<file path="config.mk">
export PLATFORM = sky130hd
export DESIGN_NAME = intr_entry_seq
export DESIGN_NICKNAME = d
export VERILOG_FILES = /design/src/rtl/intr_seq_pkg.sv /design/src/rtl/nmi_edge_latch.sv /design/src/rtl/irq_sample_pipe.sv /design/src/rtl/entry_arbiter.sv /design/src/rtl/intr_entry_seq.sv
export SDC_FILE = /design/constraint.sdc
export NUM_CORES = 1
export LEC_CHECK = 0
export BUFFER_PORTS_ARGS = -buffer_cell sky130_fd_sc_hd__buf_2
export CORE_AREA = 2 2 39 41
export DETAILED_ROUTE_END_ITERATION = 6
export DIE_AREA = 0 0 41 43
export GPL_TIMING_DRIVEN = 0
export HOLD_SLACK_MARGIN = 0.06
export PLACE_DENSITY = 0.85
export RECOVER_POWER = 25
export SLEW_MARGIN = 20
export SYNTH_ARGS = -nofsm -noshare
export SYNTH_HDL_FRONTEND = slang
export SYNTH_HIERARCHICAL = 1
export SYNTH_SLANG_ARGS = --single-unit
</file>
<file path="constraint.sdc">
create_clock -name clk -period 1.3 [get_ports clk]
set_input_delay 0.13 -clock clk [delete_from_list [all_inputs] [get_ports clk]]
set_output_delay 0.13 -clock clk [all_outputs]
set_load 0.005 [all_outputs]
</file>
<file path="src/rtl/intr_seq_pkg.sv">
// Package: shared constants for the interrupt entry sequencer.
// Assumes a 16-bit vector space and a three-way one-hot start request.
package intr_seq_pkg;
    localparam int VEC_W    = 16;
    localparam int START_W  = 3;
    // bit positions inside the one-hot start request
    localparam int ST_IRQ   = 0;
    localparam int ST_NMI   = 1;
    localparam int ST_RST   = 2;
    localparam logic [VEC_W-1:0] DEF_VEC_RST = 16'hFFFC;
    localparam logic [VEC_W-1:0] DEF_VEC_NMI = 16'hFFFA;
    localparam logic [VEC_W-1:0] DEF_VEC_IRQ = 16'hFFFE;

    typedef enum logic [1:0] {
        SRC_NONE = 2'd0,
        SRC_RST  = 2'd1,
        SRC_NMI  = 2'd2,
        SRC_IRQ  = 2'd3
    } src_e;
endpackage

</file>
<file path="src/rtl/nmi_edge_latch.sv">
// Module: nmi_edge_latch
// Latches a rising edge of the non-maskable line until it is cleared.
// Assumes nmi_line is already synchronous to clk. A new edge in the same
// cycle as a clear wins, so that request is not lost.
module nmi_edge_latch (
    input  logic clk,
    input  logic rst_n,
    input  logic nmi_line,
    input  logic clr,
    output logic pend
);
    logic prev_q;
    logic rise;

    // purpose: detect a low-to-high change against last cycle's level
    always_comb rise = nmi_line & ~prev_q;

    // purpose: keep the previous level and the pending request
    always_ff @(posedge clk) begin
        if (!rst_n) begin
            prev_q <= 1'b0;
            pend   <= 1'b0;
        end else begin
            prev_q <= nmi_line;
            pend   <= rise | (pend & ~clr);
        end
    end

    p_nmi_edge_r3: assert property (@(posedge clk) disable iff (!rst_n)
        (nmi_line && !prev_q) |=> pend);
    p_nmi_hold_r3: assert property (@(posedge clk) disable iff (!rst_n)
        (!pend && nmi_line && prev_q) |=> !pend);
    p_nmi_clear_r4: assert property (@(posedge clk) disable iff (!rst_n)
        (clr && !(nmi_line && !prev_q)) |=> !pend);
endmodule

</file>
<file path="src/rtl/irq_sample_pipe.sv">
// Module: irq_sample_pipe
// Samples the masked maskable-interrupt level on each bus cycle through
// STAGES registers. The last stage is the pending request. Assumes
// STAGES >= 1; with the default of 2 the pending bit trails the masked
// level by one bus cycle.
module irq_sample_pipe #(
    parameter int STAGES = 2
) (
    input  logic clk,
    input  logic rst_n,
    input  logic bus_cycle,
    input  logic irq_line,
    input  logic irq_mask,
    output logic pend
);
    localparam int LAST = STAGES - 1;

    logic [STAGES-1:0] stg_q;

    // purpose: first stage captures the level with the disable flag applied
    always_ff @(posedge clk) begin
        if (!rst_n)
            stg_q[0] <= 1'b0;
        else if (bus_cycle)
            stg_q[0] <= irq_line & ~irq_mask;
    end

    genvar k;
    generate
        for (k = 1; k < STAGES; k++) begin : g_stage
            // purpose: advance the sample by one bus cycle
            always_ff @(posedge clk) begin
                if (!rst_n)
                    stg_q[k] <= 1'b0;
                else if (bus_cycle)
                    stg_q[k] <= stg_q[k-1];
            end
        end
    endgenerate

    assign pend = stg_q[LAST];

    p_irq_mask_r5: assert property (@(posedge clk) disable iff (!rst_n)
        (bus_cycle && irq_mask) |=> !stg_q[0]);
    p_irq_idle_r5: assert property (@(posedge clk) disable iff (!rst_n)
        !bus_cycle |=> $stable(pend));
endmodule

</file>
<file path="src/rtl/entry_arbiter.sv">
// Module: entry_arbiter
// Holds the power-on and reset requests. At a boundary it picks the
// highest-priority pending source; otherwise it serves a break-vector
// request. Every result is registered and lasts one cycle.
// Assumes the boundary and brk_pick strobes are one clock wide.
module entry_arbiter
    import intr_seq_pkg::*;
#(
    parameter logic [VEC_W-1:0] VEC_RST = DEF_VEC_RST,
    parameter logic [VEC_W-1:0] VEC_NMI = DEF_VEC_NMI,
    parameter logic [VEC_W-1:0] VEC_IRQ = DEF_VEC_IRQ
) (
    input  logic               clk,
    input  logic               rst_n,
    input  logic               reset_req,
    input  logic               boundary,
    input  logic               brk_pick,
    input  logic               nmi_pend,
    input  logic               irq_pend,
    output logic               nmi_clr,
    output logic [START_W-1:0] start_req,
    output logic [VEC_W-1:0]   vec_addr,
    output logic               set_iflag
);
    logic             power_on_q;
    logic             rst_pend_q;
    logic             rst_any;
    src_e             sel;
    logic             brk_go;
    logic             go;
    logic [START_W-1:0] nxt_start;
    logic [VEC_W-1:0]   nxt_vec;

    // purpose: choose the entry source by fixed priority at a boundary
    always_comb begin
        rst_any = power_on_q | rst_pend_q;
        sel     = SRC_NONE;
        if (boundary) begin
            if (rst_any)       sel = SRC_RST;
            else if (nmi_pend) sel = SRC_NMI;
            else if (irq_pend) sel = SRC_IRQ;
        end
        brk_go = brk_pick & ~boundary;
    end

    // purpose: form the start request and vector for the chosen source
    always_comb begin
        nxt_start = '0;
        nxt_vec   = '0;
        case (sel)
            SRC_RST: begin
                nxt_start[ST_RST] = 1'b1;
                nxt_vec           = VEC_RST;
            end
            SRC_NMI: begin
                nxt_start[ST_NMI] = 1'b1;
                nxt_vec           = VEC_NMI;
            end
            SRC_IRQ: begin
                nxt_start[ST_IRQ] = 1'b1;
                nxt_vec           = VEC_IRQ;
            end
            default: begin
                if (brk_go)
                    nxt_vec = nmi_pend ? VEC_NMI : VEC_IRQ;
            end
        endcase
        go      = (sel != SRC_NONE) | brk_go;
        nmi_clr = (sel == SRC_NMI) | (brk_go & nmi_pend);
    end

    // purpose: track the power-on and reset requests, register the outputs
    always_ff @(posedge clk) begin
        if (!rst_n) begin
            power_on_q <= 1'b1;
            rst_pend_q <= 1'b0;
            start_req  <= '0;
            vec_addr   <= '0;
            set_iflag  <= 1'b0;
        end else begin
            power_on_q <= power_on_q & (sel != SRC_RST);
            rst_pend_q <= reset_req | (rst_pend_q & (sel != SRC_RST));
            start_req  <= nxt_start;
            vec_addr   <= nxt_vec;
            set_iflag  <= go;
        end
    end

    p_first_boundary_r1: assert property (@(posedge clk) disable iff (!rst_n)
        (boundary && power_on_q) |=> (start_req[ST_RST] && vec_addr == VEC_RST));
    p_prio_nmi_r2: assert property (@(posedge clk) disable iff (!rst_n)
        (boundary && !rst_any && nmi_pend) |=> (start_req[ST_NMI] && vec_addr == VEC_NMI));
    p_brk_vec_r7: assert property (@(posedge clk) disable iff (!rst_n)
        (brk_pick && !boundary && nmi_pend) |=> (vec_addr == VEC_NMI && start_req == '0));
    p_onehot_r8: assert property (@(posedge clk) disable iff (!rst_n)
        $onehot0(start_req));
    p_quiet_r8: assert property (@(posedge clk) disable iff (!rst_n)
        (!boundary && !brk_pick) |=> (start_req == '0 && !set_iflag));
    p_iflag_r9: assert property (@(posedge clk) disable iff (!rst_n)
        (boundary && (rst_any || nmi_pend || irq_pend)) |=> set_iflag);
endmodule

</file>
<file path="src/rtl/intr_entry_seq.sv">
// Module: intr_entry_seq (top)
// Connects the non-maskable edge latch, the maskable sampling pipeline and
// the priority arbiter. Assumes every input is synchronous to clk.
module intr_entry_seq
    import intr_seq_pkg::*;
#(
    parameter int               IRQ_STAGES = 2,
    parameter logic [VEC_W-1:0] VEC_RST    = DEF_VEC_RST,
    parameter logic [VEC_W-1:0] VEC_NMI    = DEF_VEC_NMI,
    parameter logic [VEC_W-1:0] VEC_IRQ    = DEF_VEC_IRQ
) (
    input  logic               clk,
    input  logic               rst_n,
    input  logic               reset_req,
    input  logic               nmi_in,
    input  logic               irq_in,
    input  logic               iflag,
    input  logic               bus_cycle,
    input  logic               boundary,
    input  logic               brk_pick,
    output logic [START_W-1:0] start_req,
    output logic [VEC_W-1:0]   vec_addr,
    output logic               set_iflag
);
    logic nmi_pend;
    logic nmi_clr;
    logic irq_pend;

    nmi_edge_latch u_nmi (
        .clk      (clk),
        .rst_n    (rst_n),
        .nmi_line (nmi_in),
        .clr      (nmi_clr),
        .pend     (nmi_pend)
    );

    irq_sample_pipe #(.STAGES(IRQ_STAGES)) u_irq (
        .clk       (clk),
        .rst_n     (rst_n),
        .bus_cycle (bus_cycle),
        .irq_line  (irq_in),
        .irq_mask  (iflag),
        .pend      (irq_pend)
    );

    entry_arbiter #(
        .VEC_RST (VEC_RST),
        .VEC_NMI (VEC_NMI),
        .VEC_IRQ (VEC_IRQ)
    ) u_arb (
        .clk       (clk),
        .rst_n     (rst_n),
        .reset_req (reset_req),
        .boundary  (boundary),
        .brk_pick  (brk_pick),
        .nmi_pend  (nmi_pend),
        .irq_pend  (irq_pend),
        .nmi_clr   (nmi_clr),
        .start_req (start_req),
        .vec_addr  (vec_addr),
        .set_iflag (set_iflag)
    );

    p_vec_zero_r9: assert property (@(posedge clk) disable iff (!rst_n)
        !set_iflag |-> (vec_addr == '0 && start_req == '0));
endmodule

</file>
==> reports/results.ini <==
[outcome]
outcome = finished clean

[synth]
ys_ff_latch = 12
synth_edf_count = 0
postSynthAreaPerCell_um2 = 10.2
synth_top_family_by_area = buffers and inverters
syn_area_um2 = 559
synthTopCellsByCount = buf_4, dfxtp_1, o21a_1
synth_most_common_cell = buf_4
synthXorXnorAreaFrac_pct = 0
seq_area_frac_synth_pct = 43.0
synth-adder-area-share_pct = 0
yosys.area_share.simple_pct = 17.9
synth_compound_area_share_pct = 13.6
synth_area_leaders = dfxtp_1, buf_4, o21a_1
synth_cell_type_count = 25
synth_top_area_share_pct = 43.0
ys.flop_type = dfxtp_1
async_flop_share_pct = 0
syn_inst = 55
yosys.area.top_type = dfxtp_1
synth_mux_area_share_pct = 3.80
syn_nets = 64
yosysWarnings = 6

[grt]
grt_start_max_net_pins = 15
grt_pass1_wl_um = 1300
antenna_found_initial = 0
gr-total-overflow = 0
grt_pass1_vias = 357
gr-usage-all-layers_pct = 11.0

[placement]
place_area_um2 = 714
dpl.cell_count = 98
place_hpwl_um = 731
globalplace.congestion = 0.791
port_buffers = 27

[clock_tree]
cts_root_buf = clkbuf_4
cts_hold_buffers = 0
ctsLongestPathBuffers = 2
clock_latency_ns = 0.26
numCtsBuffers = 3
clk_pin_slew_ns = 0.07
cts_tree = yes
h-tree-depth = 1
clock-sinks = 12

[floorplanning]
placementRows = 14
coreArea_um2 = 1380
dieArea_um2 = 1760
start_util_pct = 40.4
ioPinCount = 29
fp.dieW_um = 41
die_h_um = 43

[setup_path]
critPathTopFamily = flip-flops
crit_path_top_delay_cell = dfxtp_2
cp.depth = 2
crit_path_start = u_arb/set_iflag
worstSetupEndpointType = output port
critical_path_arrival_ns = 0.95
required_ns = 1.17
worst-path-max-fanout = 14
path_buf_inv = 2
reg2regPathDepth = 4
startpoint_type = flip-flop
cp_slowest_stage_delay_ns = 0.45
path_class = flip-flop to output port
reg2reg_from = u_arb/rst_pend_q
crit_chain = buf_4 -> buf_2

[worst_hold_path]
min_from = reset_req
hold_class = primary input to flip-flop
min_path_cells = 2

[final_layout]
final_design_area_no_fill_um2 = 736
multi_input_comb_area_um2 = 201
final_nets = 96
drive_gt1_share_pct = 56.5
utilization_pct = 53.2
synthToLayoutAreaGrowth_pct = 31.5
fillCellCount = 138
insertedDiodeCount = 0
seq_area_um2 = 241
instances_no_fill = 101

[pwr]
power.switching_mw = 0.175
p_per_area_nw_per_um2 = 1040
ir_worst_vdd_v = 0.000634
combPwrFrac_pct = 19.0
p_int_mw = 0.589
total_power_mw = 0.765
switching_share_pct = 23.0
power_frac_seq_pct = 53.3
leakage_nw = 0.396
clkPwrFrac_pct = 27.7

[timing]
clock.fmax_mhz = 930
period_share_pct = 82.7
slew_viol_final = 0
skew_ns = 0.00192
fin_crit_ns = 1.08
setup_viol_count_final = 0
hold_viol = 0
setup_tns_ns = 0
grt_setup_unrepaired = false

[detailed_routing]
drc = 0
detail_route.iter0.violations = 7
drt_wl_total_um = 899
wl_per_cell_um = 8.90
vias_per_cell = 4.58
drtPass1Iterations = 4
vias = 463
ant_nets = 0

[flow_run]
cap_violations = 0

-- repair_timing --
action                                  CTS  global route
endpoints found under the setup margin    0             9
resized for setup                         0             1
setup buffers                             0             0
-- state kept, by name, indices dropped and copies added, names as in the netlist --
register          count
u_arb/vec_addr        2
u_nmi/pend            1
u_arb/rst_pend_q      1
u_irq/pend            1
u_irq/stg_q           1
u_arb/start_req       3
u_arb/power_on_q      1
u_nmi/prev_q          1
u_arb/set_iflag       1
-- metrics by stage --
stage	hold WS (ns)	worst slack, ns
2_1_floorplan	0.220	0.380
3_3_place_gp	0.345	0.324
3_5_place_dp	0.351	0.299
4_1_cts	0.0777	0.0545
5_1_grt	0.0863	0.151
6_report	0.0814	0.224
-- worst paths after layout --
check / slack (ns) / end
max: 0.22 / vec_addr[3]
min: 0.08 / u_arb/rst_pend_q
min reg2reg: 0.48 / u_irq/stg_q[0]
max reg2reg: 0.28 / u_nmi/pend
-- layout by cell type (no fill, tap or decap), types with 2 or more instances in the layout --
master,netlist,final
nor2b_1,2,2
clkbuf_4,0,3
inv_1,2,2
o21ai_0,2,2
buf_4,14,14
dfxtp_1,12,11
buf_2,0,25
o21a_1,3,3
nand2b_1,2,2
clkbuf_1,0,2
-- power by group through the flow --
stage / sequential [mW] / clock [mW] / combinational (mW)
floorplan: 0.414 / 0 / 0.0871
global placement: 0.414 / 0 / 0.143
detailed placement: 0.416 / 0 / 0.147
CTS: 0.407 / 0.221 / 0.147
global route: 0.411 / 0.236 / 0.164
finish: 0.407 / 0.212 / 0.145
-- kinds of logic after synthesis --
kind of cell,Yosys count
buf+inv,17
compound gates,10
simple gates,13
flops,12
mux,2
other cells,1
-- metal layers --
metal | vias up | GRT usage, % | share of wire [%]
li1 | 236 | - | -
met1 | 200 | 11.6 | 41
met2 | 27 | 17.5 | 46
met3 | 0 | 3.14 | 13
met4 | 0 | 8.00 | 0
met5 | - | 0 | 0
-- cell type report --
class / count / area share (%)
Tap cell: 16 / 2.72
Buffer: 15 / 15.0
Clock buffer: 3 / 3.06
Sequential cell: 12 / 32.8
Multi-Input combinational cell: 26 / 27.4
Timing Repair Buffer: 27 / 18.0
Inverter: 2 / 1.02
No activity file was read; power rests on OpenSTA's default activity.
